===== src/rtl/burst_clk_ctrl.sv =====
module burst_clk_ctrl #(
  parameter int CHAIN_LEN = 8,
  parameter int MAX_BURST = 16,
  parameter int GAP_W = 4,
  localparam int LW = $clog2(CHAIN_LEN + 1),
  localparam int BW = $clog2(MAX_BURST + 1)
) (
  input  logic             clk,
  input  logic             rst_n,
  input  logic             start,
  input  logic             shift_tick,
  input  logic [BW-1:0]    burst_len,
  input  logic [BW-1:0]    slow_cnt,
  input  logic [GAP_W-1:0] slow_gap,
  output logic             tclk_o,
  output logic             se_o,
  output logic             done_o
);

  typedef enum logic [1:0] {S_IDLE, S_LOAD, S_BURST, S_CAPT} st_t;

  st_t              st;
  logic [LW-1:0]    ld_left;
  logic [BW-1:0]    sh_left, slow_left, len_c, slow_c;
  logic [GAP_W-1:0] gap, gap_rel, gap_c;
  logic             fire, gate_q, se_q, done_q;

  assign len_c  = (burst_len < BW'(2)) ? BW'(2) :
                  (burst_len > BW'(MAX_BURST)) ? BW'(MAX_BURST) : burst_len;
  assign slow_c = (slow_cnt < len_c - BW'(2)) ? slow_cnt : len_c - BW'(2);
  assign gap_c  = (slow_gap == '0) ? GAP_W'(1) : slow_gap;

  always_comb begin
    case (st)
      S_LOAD:  fire = shift_tick;
      S_BURST: fire = (slow_left == '0) || (gap == GAP_W'(1));
      S_CAPT:  fire = 1'b1;
      default: fire = 1'b0;
    endcase
  end

  always_ff @(posedge clk or negedge rst_n) begin
    if (!rst_n) begin
      st        <= S_IDLE;
      ld_left   <= '0;
      sh_left   <= '0;
      slow_left <= '0;
      gap       <= '0;
      gap_rel   <= '0;
      se_q      <= 1'b1;
      done_q    <= 1'b0;
    end else begin
      se_q   <= 1'b1;
      done_q <= (st == S_CAPT);
      case (st)
        S_IDLE: if (start) begin
          st        <= S_LOAD;
          ld_left   <= LW'(CHAIN_LEN);
          sh_left   <= len_c - BW'(1);
          slow_left <= slow_c;
          gap_rel   <= gap_c;
          gap       <= gap_c;
        end
        S_LOAD: if (shift_tick) begin
          ld_left <= ld_left - LW'(1);
          if (ld_left == LW'(1)) st <= S_BURST;
        end
        S_BURST: begin
          if (fire) begin
            sh_left <= sh_left - BW'(1);
            if (slow_left != '0) begin
              slow_left <= slow_left - BW'(1);
              gap       <= gap_rel;
            end
            if (sh_left == BW'(1)) begin
              st   <= S_CAPT;
              se_q <= 1'b0;
            end
          end else begin
            gap <= gap - GAP_W'(1);
          end
        end
        default: st <= S_IDLE;
      endcase
    end
  end

  always_ff @(negedge clk or negedge rst_n) begin
    if (!rst_n) gate_q <= 1'b0;
    else        gate_q <= fire;
  end

  assign tclk_o = clk & gate_q;
  assign se_o   = se_q;
  assign done_o = done_q;

  AST_SE_FALL_DONE: assert property (@(posedge clk) disable iff (!rst_n)
    $fell(se_o) |=> done_o);
  AST_CAPT_SE_LOW: assert property (@(posedge clk) disable iff (!rst_n)
    (gate_q && !se_o) |=> done_o);
  AST_DONE_SINGLE: assert property (@(posedge clk) disable iff (!rst_n)
    done_o |=> !done_o);
  AST_DONE_SE_HIGH: assert property (@(posedge clk) disable iff (!rst_n)
    done_o |-> se_o);
  AST_IDLE_QUIET: assert property (@(posedge clk) disable iff (!rst_n)
    (st == S_IDLE) |-> !gate_q);
  AST_LOAD_TICK: assert property (@(posedge clk) disable iff (!rst_n)
    (st == S_LOAD && !shift_tick) |-> !gate_q);
  AST_BURST_RUNS: assert property (@(posedge clk) disable iff (!rst_n)
    (st == S_BURST) |=> (st == S_BURST || st == S_CAPT));
  AST_GAP_NONZERO: assert property (@(posedge clk) disable iff (!rst_n)
    (st == S_BURST && slow_left != '0) |-> (gap != '0));

endmodule


===== config.mk =====
export PLATFORM = sky130hd
export DESIGN_NAME = burst_clk_ctrl
export DESIGN_NICKNAME = d
export VERILOG_FILES = /design/src/rtl/burst_clk_ctrl.sv
export SDC_FILE = /design/constraint.sdc
export NUM_CORES = 1
export LEC_CHECK = 0
export ABC_AREA = 0
export BUFFER_PORTS_ARGS = -buffer_cell sky130_fd_sc_hd__buf_2
export CELL_PAD_IN_SITES_DETAIL_PLACEMENT = 1
export CELL_PAD_IN_SITES_GLOBAL_PLACEMENT = 2
export CORE_UTILIZATION = 39
export CTS_CLUSTER_SIZE = 30
export DETAILED_ROUTE_END_ITERATION = 16
export PLACE_DENSITY_LB_ADDON = 0.08
export REMOVE_ABC_BUFFERS = 1
export SETUP_SLACK_MARGIN = 0.02
export SLEW_MARGIN = 25
export SYNTH_ARGS = -nofsm -noshare
export SYNTH_HDL_FRONTEND = slang
export SYNTH_SLANG_ARGS = --single-unit

===== constraint.sdc =====
create_clock -name clk -period 5.9 [get_ports clk]
set_clock_uncertainty 0.1 [all_clocks]
set_input_delay 0.59 -clock clk [delete_from_list [all_inputs] [get_ports clk]]
set_output_delay 0.59 -clock clk [all_outputs]
set_load 0.005 [all_outputs]

==> impl_metrics.yaml, run 1 <==
status:
  status: "finished clean"
synthesis:
  ys_warn_count: 0
  ys_ff_latch: 27
  ys_seq_area_share_pct: 35.15
  synthFlopType: "dfrtp_1"
  synth_cells: 207
  synth_edf_count: 0
  synth_area_per_cell_um2: 9.302
  ys_async_sr_fraction_pct: 100.0
  synth_cell_types: 59
  synth_area_mm2: 0.001926
worst_setup_path:
  crit_required_ps: 3270
  critPathMaxFanout: 15
  path_common_cell: "inv_1"
  timing.critical_path.to_type: "flip-flop"
  crit_buf_inv: 2
  worstSetupPathType: "flip-flop to flip-flop"
  crit_slowest_cell: "ha_1"
  crit_family: "adder cells"
  path_cells: "inv_1 > ha_1 > inv_1 > o211a_1 > nor2_2"
  worst_setup_path_start_kind: "flip-flop"
  arrival_ps: 2330
  critical-path-max-stage-delay_ps: 520
job:
  drv_cap: 0
floorplanning:
  fp.dieW_um: 72.27
  rows: 25
  die_h_um: 72.27
  core_region_area_mm2: 0.004723
  initial_core_util_pct: 40.77
  die_area_mm2: 0.005222
  io_pins: 21
sta:
  worst_pin_slew_ps: 703.0
  finalSetupTns_ps: 0
  setup_viol: 0
  drv_slew: 0
  relSlewSlack_pct: 53.13
  grt_setup_unrepaired: "no"
  finalHoldViolations: 0
route:
  ant_nets: 0
  drt-initial-drc-count: 48
  routed_wl_mm: 4.907
  num_vias: 1643
  dr.pass1.iters: 4
  drc: 0
  wl_per_cell_um: 16.63
  via_per_inst: 5.569
power:
  switchingPower_mw: 0.4540
  swShare_pct: 43.75
  leakagePower_nw: 0.9457
  p_seq_share_pct: 34.0
  powerDensity_mw_per_mm2: 479.7
  irDropWorstVdd_v: 0.0001600
  total_power_mw: 1.038
  intPower_mw: 0.5837
  pwr-share-comb_pct: 50.3
  clock_power_share_pct: 15.7
global_routing:
  grt_use_total_pct: 21.06
  antenna_found_initial: 0
  grt_pass1_vias: 1835
  grt_first_pass_wirelength_mm: 8.452
  grt_max_degree: 28
  overflow: 0
clock_network:
  cts_hold_buf: 0
  clk_transition_reported_paths_ps: 90
  cts_tree: "done"
  clk-insertion-delay-late_ps: 380
  cts_setup_buffers: 0
  cts-resized-gates: 0
placement:
  hpwl_mm: 3.783
  numPortBuffers: 20
  place_congestion: 0.7993
  post-place-cells: 288
cells_and_area:
  n_antenna_cell: 0
  synthToLayoutAreaGrowth_pct: 12.35
  layout_commonest_cell: "dfrtp_1"
  finalNetCount: 265
  drive_gt1_share_pct: 18.42
  stdcell_count: 295
  final_cell_mix: "dfrtp_1, buf_2, ha_1, inv_1"
min_path:
  hold_path_class: "input pin to async pin"
==> cell families (layout without fill, tap and decap cells) <==
logic type	Yosys count	after routing	synth area share (%)
multiplexers	4	4	2.339
AND/OR/NAND/NOR	67	67	19.82
other	1	1	0.1947
flip-flops	27	27	35.15
AO/OA/AOI/OAI	64	64	23.65
XOR/XNOR	6	6	2.729
adder cells (fa/ha/maj)	18	18	11.70
buffers and inverters	20	41	4.418
==> power by group through the flow <==
| stage | sequential, mW | combinational, mW | clock, mW |
|---|---|---|---|
| finish | 0.353 | 0.522 | 0.163 |
| global placement | 0.351 | 0.506 | 0.00435 |
| global route | 0.365 | 0.589 | 0.179 |
| CTS | 0.354 | 0.529 | 0.171 |
| floorplan | 0.331 | 0.402 | 0.00231 |
| detailed placement | 0.357 | 0.527 | 0.00435 |
==> Yosys cell counts (2+ instances only) <==
library cell	count	area, µm²
o21ai_0	12	60.06
xor2_1	2	17.52
a21oi_1	12	60.06
clkbuf_1	3	11.26
ha_1	18	225.2
a211oi_1	5	37.54
and3_1	2	12.51
nand2b_1	4	25.02
or2_2	3	18.77
xnor2_1	4	35.03
nor3_1	4	20.02
nor3b_1	2	15.01
or3_1	3	18.77
o22ai_1	3	18.77
buf_2	2	10.01
nand3_1	10	50.05
dfrtp_1	25	625.6
o21a_1	3	22.52
nor2_1	11	41.29
mux2_2	3	33.78
nand4_1	3	18.77
a22o_1	3	26.28
nor4b_1	3	26.28
a32oi_1	2	17.52
o21ai_1	4	20.02
a22oi_1	2	15.01
nand2_1	11	41.29
nor2_2	2	12.51
inv_1	14	52.55
a221oi_1	3	26.28
==> registers in the layout, indices dropped and copies added, names as in the netlist <==
register,cells
gate_q,1
sh_left,5
st,2
gap,4
slow_left,5
gap_rel,4
done_o,1
se_o,1
ld_left,4
==> final timing paths <==
kind | endpoint | from | slack, ps | cells after the start
min in group clk | gap_rel[2]$_DFFE_PN0P_ | slow_gap[2] | 390 | 2
worst min register to register | gap_rel[3]$_DFFE_PN0P_ | gap_rel[3]$_DFFE_PN0P_ | 440 | 1
worst min-delay path | sh_left[2]$_DFFE_PN0P_ | rst_n | 120 | 1
worst max register to register | gate_q$_DFF_NN0_ | st[0]$_DFFE_PN0P_ | 940 | 5
worst max-delay path | gate_q$_DFF_NN0_ | st[0]$_DFFE_PN0P_ | 940 | 5
max in group asynchronous | gate_q$_DFF_NN0_ | rst_n | 2340 | 1
==> area by class of cell <==
type                            count  area, µm²
Tap cell                           67      83.83
Sequential cell                    27      676.9
Clock buffer                        8      91.34
Multi-Input combinational cell    160       1164
Fill cell                         563       2560
Inverter                           14      52.55
Timing Repair Buffer               19      95.09
==> worst reg2reg max path: stages, from the launching register on <==
cell and delay [ps]:
dfrtp_1 440, inv_1 110, ha_1 520, inv_1 400, o211a_1 360, nor2_2 130
==> metal layers <==
metal / GRT usage (%) / vias to the layer above / part of all wire (%)
met5: 0 / - / 0
met4: 6.972 / 0 / 1.0
met3: 3.889 / 4 / 2.6
met2: 39.46 / 27 / 52
met1: 23.86 / 804 / 44
li1: - / 808 / -
==> through the flow <==
stage / utilization (%) / setup slack, ps / cell area, µm² / hold WS, ps
2_1_floorplan: - / 1279 / 1893 / 194.4
3_3_place_gp: 43.97 / 978.8 / 2077 / 408.6
5_1_grt: 45.80 / 799.0 / 2163 / 154.8
4_1_cts: 45.80 / 931.1 / 2163 / 137.3
6_report: 45.80 / 942.8 / 2163 / 116.7
3_5_place_dp: 43.97 / 903.3 / 2077 / 422.5
Note: power is estimated with default switching activity, not from simulation.
==> inputs of run 2 (changes only) <==
--- a/config.mk
+++ b/config.mk
@@ -5,11 +5,11 @@
 export SDC_FILE = /design/constraint.sdc
 export NUM_CORES = 1
 export LEC_CHECK = 0
-export ABC_AREA = 0
+export ABC_AREA = 1
 export BUFFER_PORTS_ARGS = -buffer_cell sky130_fd_sc_hd__buf_2
 export CELL_PAD_IN_SITES_DETAIL_PLACEMENT = 1
 export CELL_PAD_IN_SITES_GLOBAL_PLACEMENT = 2
-export CORE_UTILIZATION = 39
+export CORE_UTILIZATION = 30
 export CTS_CLUSTER_SIZE = 30
 export DETAILED_ROUTE_END_ITERATION = 16
 export PLACE_DENSITY_LB_ADDON = 0.08
==> constraint.sdc (replaced) <==
create_clock -name clk -period 4.4 [get_ports clk]
set_clock_uncertainty 0.1 [all_clocks]
set_input_delay 0.44 -clock clk [delete_from_list [all_inputs] [get_ports clk]]
set_output_delay 0.44 -clock clk [all_outputs]
set_load 0.005 [all_outputs]
==> impl_metrics.yaml, run 2 <==
synthesis:
  ys_ff_latch: 27
  ys_warn_count: 0
  synthTopCellsByArea: "dfrtp_1, nand2_1, ha_1"
  yosysMostFrequentCell: "nand2_1"
  synthFlopType: "dfrtp_1"
  synth_area_mm2: 0.002078
  synth_cells: 292
  synth_top_area_share_pct: 30.10
  ys_seq_area_share_pct: 32.57
  synth_cell_types: 31
  synth_top_cells_by_count: "nand2_1, inv_1, nand3_1"
  synth_area_per_cell_um2: 7.117
  ys_async_sr_fraction_pct: 100.0
  synth_largest_area_cell: "dfrtp_1"
  synth_edf_count: 0
worst_setup_path:
  path_common_cell: "inv_1"
  crit_required_ps: 2370
  critical-path-max-stage-delay_ps: 440
  worstSetupPathType: "flip-flop to flip-flop"
  crit_family: "flip-flops"
  crit_buf_inv: 3
  critPathMaxFanout: 13
  timing.critical_path.to_type: "flip-flop"
  crit_slowest_cell: "dfrtp_1"
  worst_setup_path_start_kind: "flip-flop"
  path_cells: "inv_1 > ha_1 > buf_4 > nand3_1 > nand3_2 > nand2_4 > inv_1"
  arrival_ps: 1840
route:
  dr.pass1.iters: 4
  drc: 0
  drt-initial-drc-count: 61
  via_per_inst: 4.678
  routed_wl_mm: 5.178
  num_vias: 1857
  wl_per_cell_um: 13.04
  ant_nets: 0
sta:
  worst_pin_slew_ps: 573.1
  relSlewSlack_pct: 61.75
  holdWs_ps: 167.7
  grt_setup_unrepaired: "no"
  finalWorstSetupSlack_ps: 532.1
  finalHoldViolations: 0
  finalSetupTns_ps: 0
  setup_viol: 0
  drv_slew: 0
cells_and_area:
  final_cell_mix: "nand2_1, inv_1, nand3_1, dfrtp_1, buf_2"
  layout_commonest_cell: "nand2_1"
  synthToLayoutAreaGrowth_pct: 14.21
  largestRegisters: "sh_left (5), slow_left (5)"
  finalNetCount: 357
  nFillCells: 847
  drive_gt1_share_pct: 18.75
  n_antenna_cell: 0
job:
  drv_cap: 0
global_routing:
  grt_max_degree: 27
  grt_pass1_vias: 1974
  overflow: 0
  antenna_found_initial: 0
  grt_first_pass_wirelength_mm: 9.121
  grt_use_total_pct: 16.72
power:
  clock_power_share_pct: 14.3
  total_power_mw: 1.633
  irDropWorstVdd_v: 0.0002265
  leakagePower_nw: 1.316
  switchingPower_mw: 0.8068
  pwr-share-comb_pct: 58.2
  swShare_pct: 49.40
  powerDensity_mw_per_mm2: 688.1
  p_seq_share_pct: 27.5
  intPower_mw: 0.8264
status:
  status: "finished clean"
floorplanning:
  fp.dieW_um: 85.23
  initial_core_util_pct: 31.82
  core_region_area_mm2: 0.006531
  die_area_mm2: 0.007264
  io_pins: 21
  rows: 29
  die_h_um: 85.23
placement:
  hpwl_mm: 4.089
  place_congestion: 0.7418
  numPortBuffers: 20
  dp_slack_ps: 519.6
clock_network:
  cts_setup_buffers: 0
  cts_tree: "done"
  clk-insertion-delay-late_ps: 390
  clk_transition_reported_paths_ps: 100
min_path:
  hold_path_class: "input pin to flip-flop"
==> run 2: cell count changes after synthesis, moves of 4 or more <==
cell / change
a211oi_1: -5
nand2_1: +93
nand2b_1: -4
inv_2: +8
a21oi_1: -7
nor2_2: +4
xor2_1: +4
nand4_1: +5
nor2_1: +4
nand3_1: +17
xnor2_1: -4
o21ai_0: -6
inv_1: +19
==> run 2: kinds of logic after synthesis <==
| logic type | count (synthesis) | synth area share (%) |
|---|---|---|
| AO/OA/AOI/OAI | 18 | 4.756 |
| XOR/XNOR | 6 | 2.529 |
| adder cells (fa/ha/maj) | 19 | 11.38 |
| buffers and inverters | 44 | 8.429 |
| flip-flops | 27 | 32.57 |
| other | 1 | 0.1804 |
| AND/OR/NAND/NOR | 177 | 40.16 |
==> run 2: repair_timing <==
item | 4_1_cts | 5_1_grt
endpoints found under the setup margin | 0 | 0
hold buffers | 1 | 0
hold endpoints to repair | 25 | 0
resized for setup | 0 | 0
==> run 2: metal layers <==
metal | share of wire [%] | track usage, %
met3 | 2.9 | 5.156
met1 | 49 | 20.36
met5 | 0 | 0
met2 | 46 | 26.76
met4 | 2.0 | 8.320
==> run 2: worst min-delay path, delay by kind of cell <==
| kind | cells | cell delay, ps |
|---|---|---|
| buffers and inverters | 1 | 100 |
| and+or+nand+nor | 2 | 100 |
==> run 2: power groups by stage <==
stage,combinational [mW],clock [mW],sequential (mW)
3_5_place_dp,0.972,0.00480,0.457
2_1_floorplan,0.736,0.00262,0.432
5_1_grt,1.12,0.253,0.466
6_report,0.951,0.233,0.449
3_3_place_gp,0.947,0.00480,0.456
4_1_cts,0.981,0.243,0.453
==> run 2: worst paths after layout <==
| path | startpoint | to | slack [ps] | depth (start not counted) |
|---|---|---|---|---|
| hold reg to reg | gap[1]$_DFFE_PN0P_ | gap[1]$_DFFE_PN0P_ | 390 | 2 |
| max in group asynchronous | rst_n | gate_q$_DFF_NN0_ | 1760 | 2 |
| setup reg to reg | st[0]$_DFFE_PN0P_ | gate_q$_DFF_NN0_ | 530 | 7 |
| min in group asynchronous | rst_n | sh_left[2]$_DFFE_PN0P_ | 500 | 3 |
| setup / recovery | st[0]$_DFFE_PN0P_ | gate_q$_DFF_NN0_ | 530 | 7 |
| hold / removal | slow_gap[2] | gap_rel[2]$_DFFE_PN0P_ | 170 | 3 |
==> run 2: final cells by class <==
cell class | instances | area (µm²) | area share, %
Tap cell | 77 | 96.34 | 4.059
Clock buffer | 7 | 87.58 | 3.690
Inverter | 40 | 150.1 | 6.326
Sequential cell | 27 | 676.9 | 28.52
Clock inverter | 2 | 8.758 | 0.3690
Timing Repair Buffer | 23 | 127.6 | 5.377
Multi-Input combinational cell | 221 | 1226 | 51.66
==> run 2: per-stage QoR <==
step / utilization (%) / cell area (µm²) / cells
2_1_floorplan: - / 2057 / 289
5_1_grt: 36.34 / 2374 / 397
6_report: 36.34 / 2374 / 397
4_1_cts: 36.34 / 2374 / 397
3_5_place_dp: 34.85 / 2276 / 389
3_3_place_gp: 34.85 / 2276 / 389
